[src/rtl/sdr2b_pkg.sv]
package sdr2b_pkg;

  typedef enum logic [1:0] {
    CMD_NOP = 2'd0,
    CMD_ACT = 2'd1,
    CMD_RD  = 2'd2,
    CMD_PRE = 2'd3
  } cmd_e;

  typedef enum logic [1:0] {
    BK_IDLE  = 2'd0,
    BK_OPEN  = 2'd1,
    BK_PRECH = 2'd2
  } bank_st_e;

  typedef struct packed {
    cmd_e cmd;
    logic bank;
    logic all_bk;
  } dec_t;

endpackage

[src/rtl/sdr2b_cmd_dec.sv]
module sdr2b_cmd_dec
  import sdr2b_pkg::*;
#(
  parameter int ADDR_W   = 12,
  parameter int BANK_BIT = 11,
  parameter int AP_BIT   = 10
) (
  input  logic              cs_n,
  input  logic              ras_n,
  input  logic              cas_n,
  input  logic              we_n,
  input  logic [ADDR_W-1:0] addr,
  output dec_t              dec
);

  always_comb begin
    dec.bank   = addr[BANK_BIT];
    dec.all_bk = addr[AP_BIT];
    dec.cmd    = CMD_NOP;
    if (!cs_n) begin
      unique case ({ras_n, cas_n, we_n})
        3'b011:  dec.cmd = CMD_ACT;
        3'b101:  dec.cmd = CMD_RD;
        3'b010:  dec.cmd = CMD_PRE;
        default: dec.cmd = CMD_NOP;
      endcase
    end
  end

endmodule

[src/rtl/sdr2b_bank.sv]
module sdr2b_bank
  import sdr2b_pkg::*;
#(
  parameter int T_RAS = 5,
  parameter int T_RP  = 3,
  parameter int ROW_W = 7
) (
  input  logic             clk,
  input  logic             rst_n,
  input  logic             act_go,
  input  logic             pre_go,
  input  logic [ROW_W-1:0] row_in,
  output logic             act_ok,
  output logic             pre_ok,
  output logic             rd_ok,
  output logic [ROW_W-1:0] row
);

  localparam int CNT_MAX = (T_RAS > T_RP) ? T_RAS : T_RP;
  localparam int CNT_W   = $clog2(CNT_MAX + 1);
  localparam logic [CNT_W-1:0] RAS_LOAD = CNT_W'(T_RAS - 1);
  localparam logic [CNT_W-1:0] RP_LOAD  = CNT_W'(T_RP - 1);

  bank_st_e         st_q, st_d;
  logic [CNT_W-1:0] cnt_q, cnt_d;
  logic [ROW_W-1:0] row_q;
  logic             row_en;

  always_comb begin
    st_d   = st_q;
    cnt_d  = (cnt_q != '0) ? cnt_q - 1'b1 : cnt_q;
    row_en = 1'b0;
    unique case (st_q)
      BK_IDLE: begin
        if (act_go) begin
          st_d   = BK_OPEN;
          cnt_d  = RAS_LOAD;
          row_en = 1'b1;
        end
      end
      BK_OPEN: begin
        if (pre_go) begin
          st_d  = BK_PRECH;
          cnt_d = RP_LOAD;
        end
      end
      BK_PRECH: begin
        if (act_go) begin
          st_d   = BK_OPEN;
          cnt_d  = RAS_LOAD;
          row_en = 1'b1;
        end else if (cnt_q == '0) begin
          st_d = BK_IDLE;
        end
      end
      default: st_d = BK_IDLE;
    endcase
  end

  assign act_ok = (st_q == BK_IDLE) || ((st_q == BK_PRECH) && (cnt_q == '0));
  assign pre_ok = (st_q != BK_OPEN) || (cnt_q == '0);
  assign rd_ok  = (st_q == BK_OPEN);
  assign row    = row_q;

  always_ff @(posedge clk or negedge rst_n) begin
    if (!rst_n) begin
      st_q  <= BK_IDLE;
      cnt_q <= '0;
    end else begin
      st_q  <= st_d;
      cnt_q <= cnt_d;
    end
  end

  always_ff @(posedge clk or negedge rst_n) begin
    if (!rst_n) begin
      row_q <= '0;
    end else if (row_en) begin
      row_q <= row_in;
    end
  end


  close_open_bank_chk: assert property (@(posedge clk) disable iff (!rst_n)
    (st_q == BK_OPEN && pre_go) |=> (st_q == BK_PRECH));


  no_early_reopen_chk: assert property (@(posedge clk) disable iff (!rst_n)
    (st_q == BK_PRECH && cnt_q != '0) |=> (st_q != BK_OPEN));


  idle_holds_chk: assert property (@(posedge clk) disable iff (!rst_n)
    (st_q == BK_IDLE && !act_go) |=> (st_q == BK_IDLE));

endmodule

[src/rtl/sdr2b_rd_pipe.sv]
module sdr2b_rd_pipe #(
  parameter int DATA_W = 16,
  parameter int COL_W  = 8,
  parameter int ROW_W  = 7,
  parameter int MIN_CL = 2,
  parameter int BURST  = 4
) (
  input  logic              clk,
  input  logic              rst_n,
  input  logic              cas_lat,
  input  logic              rd_go,
  input  logic              rd_bank,
  input  logic [ROW_W-1:0]  rd_row,
  input  logic [COL_W-1:0]  rd_col,
  input  logic              pre_go,
  input  logic              pre_all,
  input  logic              pre_bank,
  output logic [DATA_W-1:0] dq,
  output logic              dq_oe,
  output logic              dq_valid
);

  localparam int MAX_CL = MIN_CL + 1;
  localparam int BEAT_W = $clog2(BURST);
  localparam logic [BEAT_W-1:0] LAST_BEAT = BEAT_W'(BURST - 1);

  function automatic logic [DATA_W-1:0] beat_word(
    input logic             b,
    input logic [ROW_W-1:0] r,
    input logic [COL_W-1:0] c,
    input logic [BEAT_W-1:0] k
  );
    logic [BEAT_W-1:0] low;
    low = c[BEAT_W-1:0] + k;
    return {b, r, c[COL_W-1:BEAT_W], low};
  endfunction

  logic              gen_act_q, gen_act_d;
  logic              gen_bank_q, gen_bank_d;
  logic [ROW_W-1:0]  gen_row_q, gen_row_d;
  logic [COL_W-1:0]  gen_col_q, gen_col_d;
  logic [BEAT_W-1:0] gen_beat_q, gen_beat_d;
  logic              kill;
  logic              g_vld;
  logic [DATA_W-1:0] g_data;

  logic [MAX_CL-1:0] vld_q;
  logic [DATA_W-1:0] dat_q [MAX_CL];

  assign kill = pre_go && (pre_all || (pre_bank == gen_bank_q));

  always_comb begin
    gen_act_d  = 1'b0;
    gen_bank_d = gen_bank_q;
    gen_row_d  = gen_row_q;
    gen_col_d  = gen_col_q;
    gen_beat_d = gen_beat_q;
    g_vld      = 1'b0;
    g_data     = '0;
    if (rd_go) begin
      g_vld      = 1'b1;
      g_data     = beat_word(rd_bank, rd_row, rd_col, '0);
      gen_act_d  = 1'b1;
      gen_bank_d = rd_bank;
      gen_row_d  = rd_row;
      gen_col_d  = rd_col;
      gen_beat_d = BEAT_W'(1);
    end else if (gen_act_q && !kill) begin
      g_vld      = 1'b1;
      g_data     = beat_word(gen_bank_q, gen_row_q, gen_col_q, gen_beat_q);
      gen_act_d  = (gen_beat_q != LAST_BEAT);
      gen_beat_d = gen_beat_q + 1'b1;
    end
  end

  always_ff @(posedge clk or negedge rst_n) begin
    if (!rst_n) begin
      gen_act_q  <= 1'b0;
      gen_bank_q <= 1'b0;
      gen_row_q  <= '0;
      gen_col_q  <= '0;
      gen_beat_q <= '0;
    end else begin
      gen_act_q  <= gen_act_d;
      gen_bank_q <= gen_bank_d;
      gen_row_q  <= gen_row_d;
      gen_col_q  <= gen_col_d;
      gen_beat_q <= gen_beat_d;
    end
  end

  always_ff @(posedge clk or negedge rst_n) begin
    if (!rst_n) begin
      vld_q <= '0;
      for (int s = 0; s < MAX_CL; s++) dat_q[s] <= '0;
    end else begin
      vld_q <= {vld_q[MAX_CL-2:0], g_vld};
      if (g_vld) dat_q[0] <= g_data;
      for (int s = 1; s < MAX_CL; s++) begin
        if (vld_q[s-1]) dat_q[s] <= dat_q[s-1];
      end
    end
  end

  always_comb begin
    if (cas_lat) begin
      dq_valid = vld_q[MAX_CL-1];
      dq       = vld_q[MAX_CL-1] ? dat_q[MAX_CL-1] : '0;
    end else begin
      dq_valid = vld_q[MIN_CL-1];
      dq       = vld_q[MIN_CL-1] ? dat_q[MIN_CL-1] : '0;
    end
  end
  assign dq_oe = dq_valid;


  first_beat_issue_chk: assert property (@(posedge clk) disable iff (!rst_n)
    rd_go |=> vld_q[0]);


  burst_ends_chk: assert property (@(posedge clk) disable iff (!rst_n)
    (gen_act_q && !kill && !rd_go && gen_beat_q == LAST_BEAT) |=> !gen_act_q);


  trunc_stops_gen_chk: assert property (@(posedge clk) disable iff (!rst_n)
    (kill && !rd_go) |=> !gen_act_q);

endmodule

[src/rtl/sdr2b_core.sv]
module sdr2b_core
  import sdr2b_pkg::*;
#(
  parameter int DATA_W   = 16,
  parameter int ADDR_W   = 12,
  parameter int COL_W    = 8,
  parameter int BANK_BIT = 11,
  parameter int AP_BIT   = 10,
  parameter int T_RAS    = 5,
  parameter int T_RP     = 3,
  parameter int MIN_CL   = 2,
  parameter int BURST    = 4
) (
  input  logic              clk,
  input  logic              rst_n,
  input  logic              cs_n,
  input  logic              ras_n,
  input  logic              cas_n,
  input  logic              we_n,
  input  logic [ADDR_W-1:0] addr,
  input  logic              cas_lat,
  output logic [DATA_W-1:0] dq,
  output logic              dq_oe,
  output logic              dq_valid,
  output logic              err
);

  localparam int ROW_W  = DATA_W - COL_W - 1;
  localparam int NBANKS = 2;

  logic [1:0] rs_q;
  logic       rst_n_s;

  always_ff @(posedge clk or negedge rst_n) begin
    if (!rst_n) rs_q <= 2'b00;
    else        rs_q <= {rs_q[0], 1'b1};
  end
  assign rst_n_s = rs_q[1];

  dec_t dec;
  logic unused_addr;
  assign unused_addr = ^addr;

  sdr2b_cmd_dec #(
    .ADDR_W  (ADDR_W),
    .BANK_BIT(BANK_BIT),
    .AP_BIT  (AP_BIT)
  ) u_dec (
    .cs_n (cs_n),
    .ras_n(ras_n),
    .cas_n(cas_n),
    .we_n (we_n),
    .addr (addr),
    .dec  (dec)
  );

  logic [NBANKS-1:0] act_ok, pre_ok, rd_ok;
  logic [ROW_W-1:0]  row_q [NBANKS];
  logic              act_go, pre_go, rd_go, pre_legal, bad;
  logic              err_q;

  always_comb begin
    pre_legal = dec.all_bk ? (&pre_ok) : pre_ok[dec.bank];
    act_go    = (dec.cmd == CMD_ACT) && act_ok[dec.bank];
    pre_go    = (dec.cmd == CMD_PRE) && pre_legal;
    rd_go     = (dec.cmd == CMD_RD)  && rd_ok[dec.bank];
    bad       = ((dec.cmd == CMD_ACT) && !act_ok[dec.bank]) ||
                ((dec.cmd == CMD_PRE) && !pre_legal) ||
                ((dec.cmd == CMD_RD)  && !rd_ok[dec.bank]);
  end

  for (genvar b = 0; b < NBANKS; b++) begin : g_bank
    sdr2b_bank #(
      .T_RAS(T_RAS),
      .T_RP (T_RP),
      .ROW_W(ROW_W)
    ) u_bank (
      .clk   (clk),
      .rst_n (rst_n_s),
      .act_go(act_go && (dec.bank == 1'(b))),
      .pre_go(pre_go && (dec.all_bk || (dec.bank == 1'(b)))),
      .row_in(addr[ROW_W-1:0]),
      .act_ok(act_ok[b]),
      .pre_ok(pre_ok[b]),
      .rd_ok (rd_ok[b]),
      .row   (row_q[b])
    );
  end

  sdr2b_rd_pipe #(
    .DATA_W(DATA_W),
    .COL_W (COL_W),
    .ROW_W (ROW_W),
    .MIN_CL(MIN_CL),
    .BURST (BURST)
  ) u_pipe (
    .clk     (clk),
    .rst_n   (rst_n_s),
    .cas_lat (cas_lat),
    .rd_go   (rd_go),
    .rd_bank (dec.bank),
    .rd_row  (row_q[dec.bank]),
    .rd_col  (addr[COL_W-1:0]),
    .pre_go  (pre_go),
    .pre_all (dec.all_bk),
    .pre_bank(dec.bank),
    .dq      (dq),
    .dq_oe   (dq_oe),
    .dq_valid(dq_valid)
  );

  always_ff @(posedge clk or negedge rst_n_s) begin
    if (!rst_n_s) begin
      err_q <= 1'b0;
    end else if (bad) begin
      err_q <= 1'b1;
    end
  end
  assign err = err_q;


  err_sticky_chk: assert property (@(posedge clk) disable iff (!rst_n_s)
    err |=> err);


  bad_read_flags_chk: assert property (@(posedge clk) disable iff (!rst_n_s)
    ((dec.cmd == CMD_RD) && !rd_ok[dec.bank]) |=> err);


  early_close_flags_chk: assert property (@(posedge clk) disable iff (!rst_n_s)
    ((dec.cmd == CMD_PRE) && !pre_legal) |=> err);

endmodule

[config.mk]
export PLATFORM = sky130hd
export DESIGN_NAME = sdr2b_core
export DESIGN_NICKNAME = d
export VERILOG_FILES = /design/src/rtl/sdr2b_pkg.sv /design/src/rtl/sdr2b_cmd_dec.sv /design/src/rtl/sdr2b_bank.sv /design/src/rtl/sdr2b_rd_pipe.sv /design/src/rtl/sdr2b_core.sv
export SDC_FILE = /design/constraint.sdc
export NUM_CORES = 1
export LEC_CHECK = 0
export ABC_CLOCK_PERIOD_IN_PS = 3350
export BUFFER_PORTS_ARGS = -buffer_cell sky130_fd_sc_hd__buf_2
export CAP_MARGIN = 20
export CORE_MARGIN = 4
export CORE_UTILIZATION = 55
export DETAILED_ROUTE_END_ITERATION = 6
export PLACE_DENSITY = 0.76
export SYNTH_ARGS = -nofsm -noshare
export SYNTH_HDL_FRONTEND = slang
export SYNTH_SLANG_ARGS = --single-unit
[constraint.sdc]
create_clock -name clk -period 3.35 [get_ports clk]
set_input_delay 0.67 -clock clk [delete_from_list [all_inputs] [get_ports clk]]
set_output_delay 0.67 -clock clk [all_outputs]
set_load 0.03 [all_outputs]
==> qor.csv, run 1 <==
metric,value,unit
syn_inst,336,
max_freq,419.5,MHz
start_util,0.5796,
drtPass1Iterations,4,
clkTransAtPathRegs,90,ps
reg2reg_depth,7,
clockBufferDepth,2,
layout_min_cycle_time,2384,ps
overflow,0,
grt_pass1_vias,2643,
yosysWarnings,0,
regToRegSetupSlack,1050,ps
outcome,"complete, no violations",
synth.avg_cell_area,12.78,sq um
crit_type,input port to output pin,
dpl_cell_area,4552,sq um
synthArstFlopShare,1.000,
grt_pass1_wl,12.56,mm
drt_iter0_drc,102,
gp_congestion,0.7796,
post-route-drc-count,0,
finalNetCount,394,
synth_area_leaders,"dfrtp_1, mux2_2, mux2i_1",
htreeDepth,3,
seq_area_frac_synth,0.5653,
drv_cap,0,
holdWs,75.02,ps
place_ws,722.8,ps
hold_path.class,input port to async pin,
timing.final.crit_share,0.7116,
die_area,9285,sq um
post_drt_wl_per_cell,15.64,microns
path_max_fanout,17,
regToRegStartpoint,g_bank[1].u_bank.cnt_q[0]$_DFF_PN0_,
required,2680,ps
vias,2577,
tns,0,ps
worst_slew_pin_slew,729.8,ps
antenna_found_initial,0,
core_area,7408,sq um
finalSetupViolCount,0,
cts.sinks,97,
peakVddDrop,0.3888,mV
drtAntennaViolNets,0,
power_density,786.8,nW/um^2
clk_latency,360,ps
vias_per_cell,5.448,
cts_tree,built,
cts_resized,0,
io_pins,38,
grtUsageTotal,0.1799,
grt_max_degree,39,
finalMaxSlewViolations,0,
ys_ff_latch,97,
p_leak,0.002371,uW
ys.flop_type,dfrtp_1,
grt_setup_unrepaired,false,
finalHoldViolCount,0,
rows,31,
synth_top_area_share,0.5653,
detailed_place_hpwl,5.193,mm
synth_edf_count,0,
synth_most_common_cell,dfrtp_1,
clockRootBuffer,clkbuf_8,
syn_nets,361,
ys_types,46,
relSlewSlack,0.5135,
synth.top_cells.by_count,"dfrtp_1, mux2_2, inv_1, a22o_1, mux2i_1",
layout_setup_ws,966.0,ps
syn_area,4294,sq um
die_w,96.36,microns
drive_gt1_frac,0.3503,
instances_no_fill,473,
rr_endpoint,u_pipe.dat_q[47]$_DFFE_PN0P_,
hold_buffers,0,
drt_wl_total,7.397,mm
portBuffers,35,
worst_setup_path_end_kind,output pin,
die-height,96.36,microns
cts_made_buffers,9,
critPathLaunchType,input port,
dp_cells,457,
post_cts_buffers,0,
antenna_cells,0,
cp.arrival,1710,ps
fin_skew,13.04,ps
yosysTopAreaCell,dfrtp_1,
design_area,4802,sq um
area_growth,11.83,%
worst max-delay path by stage:
stage | from | end | slack [ps] | cells past startpoint
6_report | cas_lat | dq[2] | 970 | 4
2_1_floorplan | rs_q[1]$_DFF_PN0_ | err$_DFFE_PN0P_ | 450 | 0
5_1_grt | g_bank[1].u_bank.cnt_q[0]$_DFF_PN0_ | u_pipe.dat_q[32]$_DFFE_PN0P_ | 840 | 8
3_3_place_gp | we_n | u_pipe.dat_q[47]$_DFFE_PN0P_ | 770 | 6
4_1_cts | cas_lat | dq[2] | 940 | 4
3_5_place_dp | we_n | u_pipe.dat_q[47]$_DFFE_PN0P_ | 720 | 6
routing by layer:
metal	vias to the layer above	track usage	routed length, microns
li1	1237	-	-
met1	1279	0.2349	3435
met2	49	0.3007	3561
met3	12	0.02737	262
met4	0	0.07360	138
met5	-	0	0
worst max-delay path, stage by stage:
cell and delay, ps:
buf_2 80, and2_1 510, a22o_1 250, buf_2 200
power breakdown:
| group | internal, uW | leakage, uW | switching (uW) |
|---|---|---|---|
| logic | 527 | 0.00106 | 393 |
| clock network | 519 | 0.000127 | 401 |
| registers | 1650 | 0.00119 | 291 |
registers in the layout (all words and copies together) (netlist names):
register,count
u_pipe.dat_q,48
u_pipe.gen_row_q,7
err,1
u_pipe.gen_act_q,1
u_pipe.gen_beat_q,2
u_pipe.gen_bank_q,1
g_bank.u_bank.cnt_q,6
g_bank.u_bank.row,14
u_pipe.vld_q,3
u_pipe.gen_col_q,8
rs_q,2
g_bank.u_bank.st_q,4
metrics by stage:
step,total power (uW),util
3_3_place_gp,2803,0.6144
4_1_cts,3816,0.6482
6_report,3778,0.6482
3_5_place_dp,2897,0.6144
2_1_floorplan,2651,-
5_1_grt,4044,0.6482
cell usage in the layout (no fill, tap or decap), types with 9 or more instances in the layout:
cell	synthesis	final
a21oi_1	12	12
buf_4	1	9
clkbuf_8	0	10
nor2_1	12	12
dfrtp_1	97	96
mux2_2	62	62
inv_1	22	22
o21ai_0	9	9
a22o_1	16	16
buf_2	9	35
mux2i_1	16	16
nand3_1	9	9
layout make-up:
type / instances / area [sq um]
tap: 99 / 123.9
clock inverter: 6 / 112.6
fill: 584 / 2606
sequential: 97 / 2431
inverter: 22 / 82.58
timing repair buffer: 44 / 242.7
multi-input combinational: 195 / 1672
clock buffer: 10 / 137.6
cells by family after synthesis:
logic type / synth area share
multiplexers: 0.2034
XOR/XNOR: 0.01224
AND/OR/NAND/NOR: 0.07080
other: 0.0008733
AO/OA/AOI/OAI: 0.08450
buffers and inverters: 0.04546
adder cells (fa/ha/maj): 0.01748
flip-flops: 0.5653
Power figures use the tool's default switching activity.
==> inputs of run 2 (changes only) <==
--- a/config.mk
+++ b/config.mk
@@ -5,7 +5,7 @@
 export SDC_FILE = /design/constraint.sdc
 export NUM_CORES = 1
 export LEC_CHECK = 0
-export ABC_CLOCK_PERIOD_IN_PS = 3350
+export ABC_CLOCK_PERIOD_IN_PS = 2200
 export BUFFER_PORTS_ARGS = -buffer_cell sky130_fd_sc_hd__buf_2
 export CAP_MARGIN = 20
 export CORE_MARGIN = 4
==> constraint.sdc (replaced) <==
create_clock -name clk -period 2.2 [get_ports clk]
set_input_delay 0.44 -clock clk [delete_from_list [all_inputs] [get_ports clk]]
set_output_delay 0.44 -clock clk [all_outputs]
set_load 0.03 [all_outputs]
==> run 2 against run 1 <==
Against the previous run:
- sequential power is 52% higher
- critical path depth is 3 higher
- highest routed layer unchanged
- via count is 1.1% higher
- largest cell class unchanged
- first-iteration DRC count is 14% lower
- largest power group unchanged
==> qor.csv, run 2 (synthesis results as in run 1) <==
metric,value,unit
outcome,"complete, no violations",
antenna_found_initial,0,
post_drt_wl_per_cell,15.28,microns
regToRegSetupSlack,150,ps
finalMaxSlewViolations,0,
io_pins,38,
power_density,1121,nW/um^2
largest_reg_flops,48,
finalSetupViolCount,0,
finalNetCount,401,
crit_chain,"inv_1, ha_1, nor2b_2, or3_4, a31o_1, and2_4, mux2_4",
design_area,4795,sq um
regToRegStartpoint,g_bank[1].u_bank.cnt_q[0]$_DFF_PN0_,
finalCoreUtilization,0.6472,
rows,31,
clk_latency,360,ps
critPathLaunchType,flop,
drt_iter0_drc,88,
start_util,0.5796,
portBuffers,35,
crit_type,flop to flop,
finalHoldViolCount,0,
htreeDepth,3,
wl_met2,3.558,mm
clkTransAtPathRegs,80,ps
fin_skew,8.670,ps
antenna_cells,0,
regMostFlops,u_pipe.dat_q,
tns,0,ps
grt_setup_unrepaired,false,
required,2450,ps
area_growth,11.66,%
drive_gt1_frac,0.3562,
die-height,96.36,microns
drtAntennaViolNets,0,
max_freq,486.9,MHz
highest_layer,met4,
p_leak,0.002375,uW
die_area,9285,sq um
cts_tree,built,
drtPass1Iterations,4,
gp_congestion,0.7846,
rr_endpoint,u_pipe.dat_q[47]$_DFFE_PN0P_,
layout_commonest_cell,dfrtp_1,
path_max_fanout,4,
fill_cells,544,
drv_cap,0,
wl_met3,256,microns
clockBufferDepth,2,
instances_no_fill,478,
grtUsageTotal,0.1777,
overflow,0,
slowest_delay,410,ps
timing.final.crit_share,0.9336,
worst_setup_path_end_kind,flop,
hold_path.class,flop to async pin,
dp_cells,463,
cts_made_buffers,9,
worst_slew_pin_slew,731.0,ps
vias_per_cell,5.452,
clockRootBuffer,clkbuf_8,
peakVddDrop,0.5797,mV
cts.sinks,97,
core_area,7408,sq um
critPathTopFamily,simple AND/OR/NAND/NOR gates,
holdWs,264.6,ps
vias,2606,
detailed_place_hpwl,5.264,mm
relSlewSlack,0.5127,
post-route-drc-count,0,
cp.arrival,2300,ps
drt_wl_total,7.306,mm
grt_pass1_vias,2655,
post_cts_buffers,0,
reg2reg_depth,7,
grt_pass1_wl,12.43,mm
met1_length,3.399,mm
layout_min_cycle_time,2054,ps
die_w,96.36,microns
cp_num_buf_inv,1,
crit_slowest_cell,or3_4,
grt_max_degree,45,
layout_common_cells,"dfrtp_1, mux2_2, buf_2",
dpl_cell_area,4622,sq um
-- run 2: worst max path at each step --
stage,startpoint,end,slack (ps),cells past startpoint
floorplan,g_bank[1].u_bank.cnt_q[0]$_DFF_PN0_,u_pipe.dat_q[47]$_DFFE_PN0P_,80,9
global placement,we_n,u_pipe.dat_q[35]$_DFFE_PN0P_,150,7
detailed placement,we_n,u_pipe.dat_q[35]$_DFFE_PN0P_,100,7
CTS,g_bank[1].u_bank.cnt_q[0]$_DFF_PN0_,g_bank[0].u_bank.cnt_q[0]$_DFF_PN0_,120,7
global route,g_bank[1].u_bank.cnt_q[0]$_DFF_PN0_,u_pipe.dat_q[41]$_DFFE_PN0P_,2,8
finish,g_bank[1].u_bank.cnt_q[0]$_DFF_PN0_,u_pipe.dat_q[47]$_DFFE_PN0P_,150,7
-- run 2: layout make-up --
type,count,area [sq um],area share
Timing Repair Buffer,51,322.8,0.06733
Multi-Input combinational cell,195,1674,0.3492
Tap cell,99,123.9,0.02584
Clock buffer,11,141.4,0.02949
Clock inverter,3,18.77,0.003914
Sequential cell,97,2431,0.5070
Inverter,22,82.58,0.01722
-- run 2: stage by stage --
stage,power (uW),worst slack (ps)
3_3_place_gp,4293,149.0
4_1_cts,5420,124.5
6_report,5376,146.2
2_1_floorplan,4035,75.73
5_1_grt,5775,2.114
3_5_place_dp,4426,102.0
-- run 2: repair_timing --
item,CTS,global route
gates resized for setup,0,2
hold endpoints to repair,2,0
endpoints found under the setup margin,0,3
hold buffers,1,0
-- run 2: layer usage --
metal / vias to the layer above / track usage
met2: 44 / 0.2835
met5: - / 0
met4: 0 / 0.07710
li1: 1250 / -
met3: 7 / 0.04144
met1: 1305 / 0.2326
-- run 2: worst register-to-register path: stages (launching register included) --
cell,delay [ps]
dfrtp_1,330
inv_1,70
ha_1,230
nor2b_2,180
or3_4,410
a31o_1,250
and2_4,200
mux2_4,290
-- run 2: power by group --
| part | leakage [uW] | switching (uW) | internal (uW) |
|---|---|---|---|
| combinational | 0.00110 | 600 | 827 |
| clock | 0.0000850 | 575 | 428 |
| sequential | 0.00119 | 437 | 2510 |
==> inputs of run 3 (changes only) <==
--- a/config.mk
+++ b/config.mk
@@ -8,10 +8,12 @@
 export ABC_CLOCK_PERIOD_IN_PS = 2200
 export BUFFER_PORTS_ARGS = -buffer_cell sky130_fd_sc_hd__buf_2
 export CAP_MARGIN = 20
+export CELL_PAD_IN_SITES_DETAIL_PLACEMENT = 0
+export CELL_PAD_IN_SITES_GLOBAL_PLACEMENT = 1
 export CORE_MARGIN = 4
-export CORE_UTILIZATION = 55
+export CORE_UTILIZATION = 48
 export DETAILED_ROUTE_END_ITERATION = 6
-export PLACE_DENSITY = 0.76
+export PLACE_DENSITY = 0.79
 export SYNTH_ARGS = -nofsm -noshare
 export SYNTH_HDL_FRONTEND = slang
 export SYNTH_SLANG_ARGS = --single-unit
==> run 3 against run 2 <==
Against the previous run:
- first-iteration DRC count is 24% lower
- worst hold slack worse by 23 ps
- final area is 0.97% higher
- sequential share of layout area is 0.48 points lower
- sequential power hardly changed
- largest power group unchanged
- largest cell class unchanged
- maximum frequency hardly changed
- critical path type unchanged
==> qor.csv, run 3 (synthesis results as in run 1) <==
metric,value,unit
drive_gt1_frac,0.3632,
clockRootBuffer,clkbuf_8,
peakVddDrop,0.6047,mV
vias_per_cell,5.240,
overflow,0,
die-height,102.6,microns
power_density,1131,nW/um^2
vias,2557,
drt_wl_total,7.200,mm
place_ws,137.6,ps
path_max_fanout,9,
post-route-drc-count,0,
grt_setup_unrepaired,false,
finalCoreUtilization,0.5551,
antenna_cells,0,
crit_type,flop to flop,
required,2450,ps
grtUsageTotal,0.1482,
hold_path.class,flop to async pin,
io_pins,38,
drv_cap,0,
clockBufferDepth,2,
layout_min_cycle_time,2056,ps
clkTransAtPathRegs,100,ps
layout_commonest_cell,dfrtp_1,
critPathLaunchType,flop,
design_area,4841,sq um
regToRegSetupSlack,140,ps
dpl_cell_area,4626,sq um
timing.final.crit_share,0.9344,
p_leak,0.002380,uW
core_area,8721,sq um
cts_made_buffers,9,
rows,34,
clk_latency,360,ps
drtPass1Iterations,4,
htreeDepth,3,
start_util,0.4924,
fin_skew,9.445,ps
die_w,102.6,microns
finalHoldViolCount,0,
grt_pass1_wl,12.09,mm
regMostFlops,u_pipe.dat_q,
cts.sinks,97,
die_area,10520,sq um
max_freq,486.4,MHz
holdWs,241.6,ps
antenna_found_initial,0,
outcome,"complete, no violations",
drtAntennaViolNets,0,
area_growth,12.73,%
largest_reg_flops,48,
cp.arrival,2310,ps
finalSetupViolCount,0,
layout_common_cells,"dfrtp_1, mux2_2, buf_2",
layout_setup_ws,144.2,ps
portBuffers,35,
drt_iter0_drc,67,
post_drt_wl_per_cell,14.75,microns
detailed_place_hpwl,5.087,mm
grt_max_degree,53,
grt_pass1_vias,2507,
worst_setup_path_end_kind,flop,
cts_tree,built,
finalMaxSlewViolations,0,
finalNetCount,400,
gp_congestion,0.8380,
tns,0,ps
[run 3: per-stage QoR]
stage / power (uW) / cells
after detailed placement: 4389 / 471
final: 5477 / 488
after CTS: 5536 / 488
after global routing: 5880 / 488
after floorplan: 4035 / 336
after global placement: 4282 / 471
[run 3: what timing repair did]
action	CTS	global route
resized for setup	0	3
hold buffers	1	0
endpoints found under the setup margin	0	5
setup buffers	0	0
hold endpoints to repair	2	0
[run 3: cell type report]
type                            count  area [sq um]
Inverter                           22         82.58
Clock buffer                       10         127.6
Sequential cell                    97          2431
Timing Repair Buffer               50         315.3
Tap cell                          108         135.1
Clock inverter                      6         67.56
Multi-Input combinational cell    195          1682
Fill cell                         755          3880
[run 3: final timing paths]
check | startpoint | endpoint | cells past startpoint
worst min-delay path | rs_q[1]$_DFF_PN0_ | u_pipe.gen_col_q[4]$_DFFE_PN0P_ | 0
worst min register to register | rs_q[1]$_DFF_PN0_ | u_pipe.gen_col_q[4]$_DFFE_PN0P_ | 0
worst max-delay path | g_bank[1].u_bank.cnt_q[0]$_DFF_PN0_ | u_pipe.dat_q[47]$_DFFE_PN0P_ | 7
min in group clk | addr[7] | u_pipe.gen_col_q[7]$_DFFE_PN0P_ | 2
max in group asynchronous | rs_q[1]$_DFF_PN0_ | u_pipe.vld_q[1]$_DFF_PN0_ | 1
worst max register to register | g_bank[1].u_bank.cnt_q[0]$_DFF_PN0_ | u_pipe.dat_q[47]$_DFFE_PN0P_ | 7
[run 3: report_power, final]
group	internal, uW	switching [uW]
registers	2510	413
logic	821	587
clock network	530	619
total	3860	1620
[run 3: worst max-delay path, cell delays in order, from the launching register on]
cell     delay (ps)
dfrtp_1         330
inv_1            70
ha_1            220
nor2b_2         180
or3_4           410
a31o_1          240
and2_4          220
mux2_4          290
[run 3: metal layers]
metal	wire length, microns	part of all wire	vias to the layer above	track usage
met4	93	0.013	0	0.04440
met3	226	0.031	10	0.03451
met1	3403	0.47	1265	0.2060
li1	-	-	1249	-
met2	3476	0.48	33	0.2329
met5	0	0	-	0
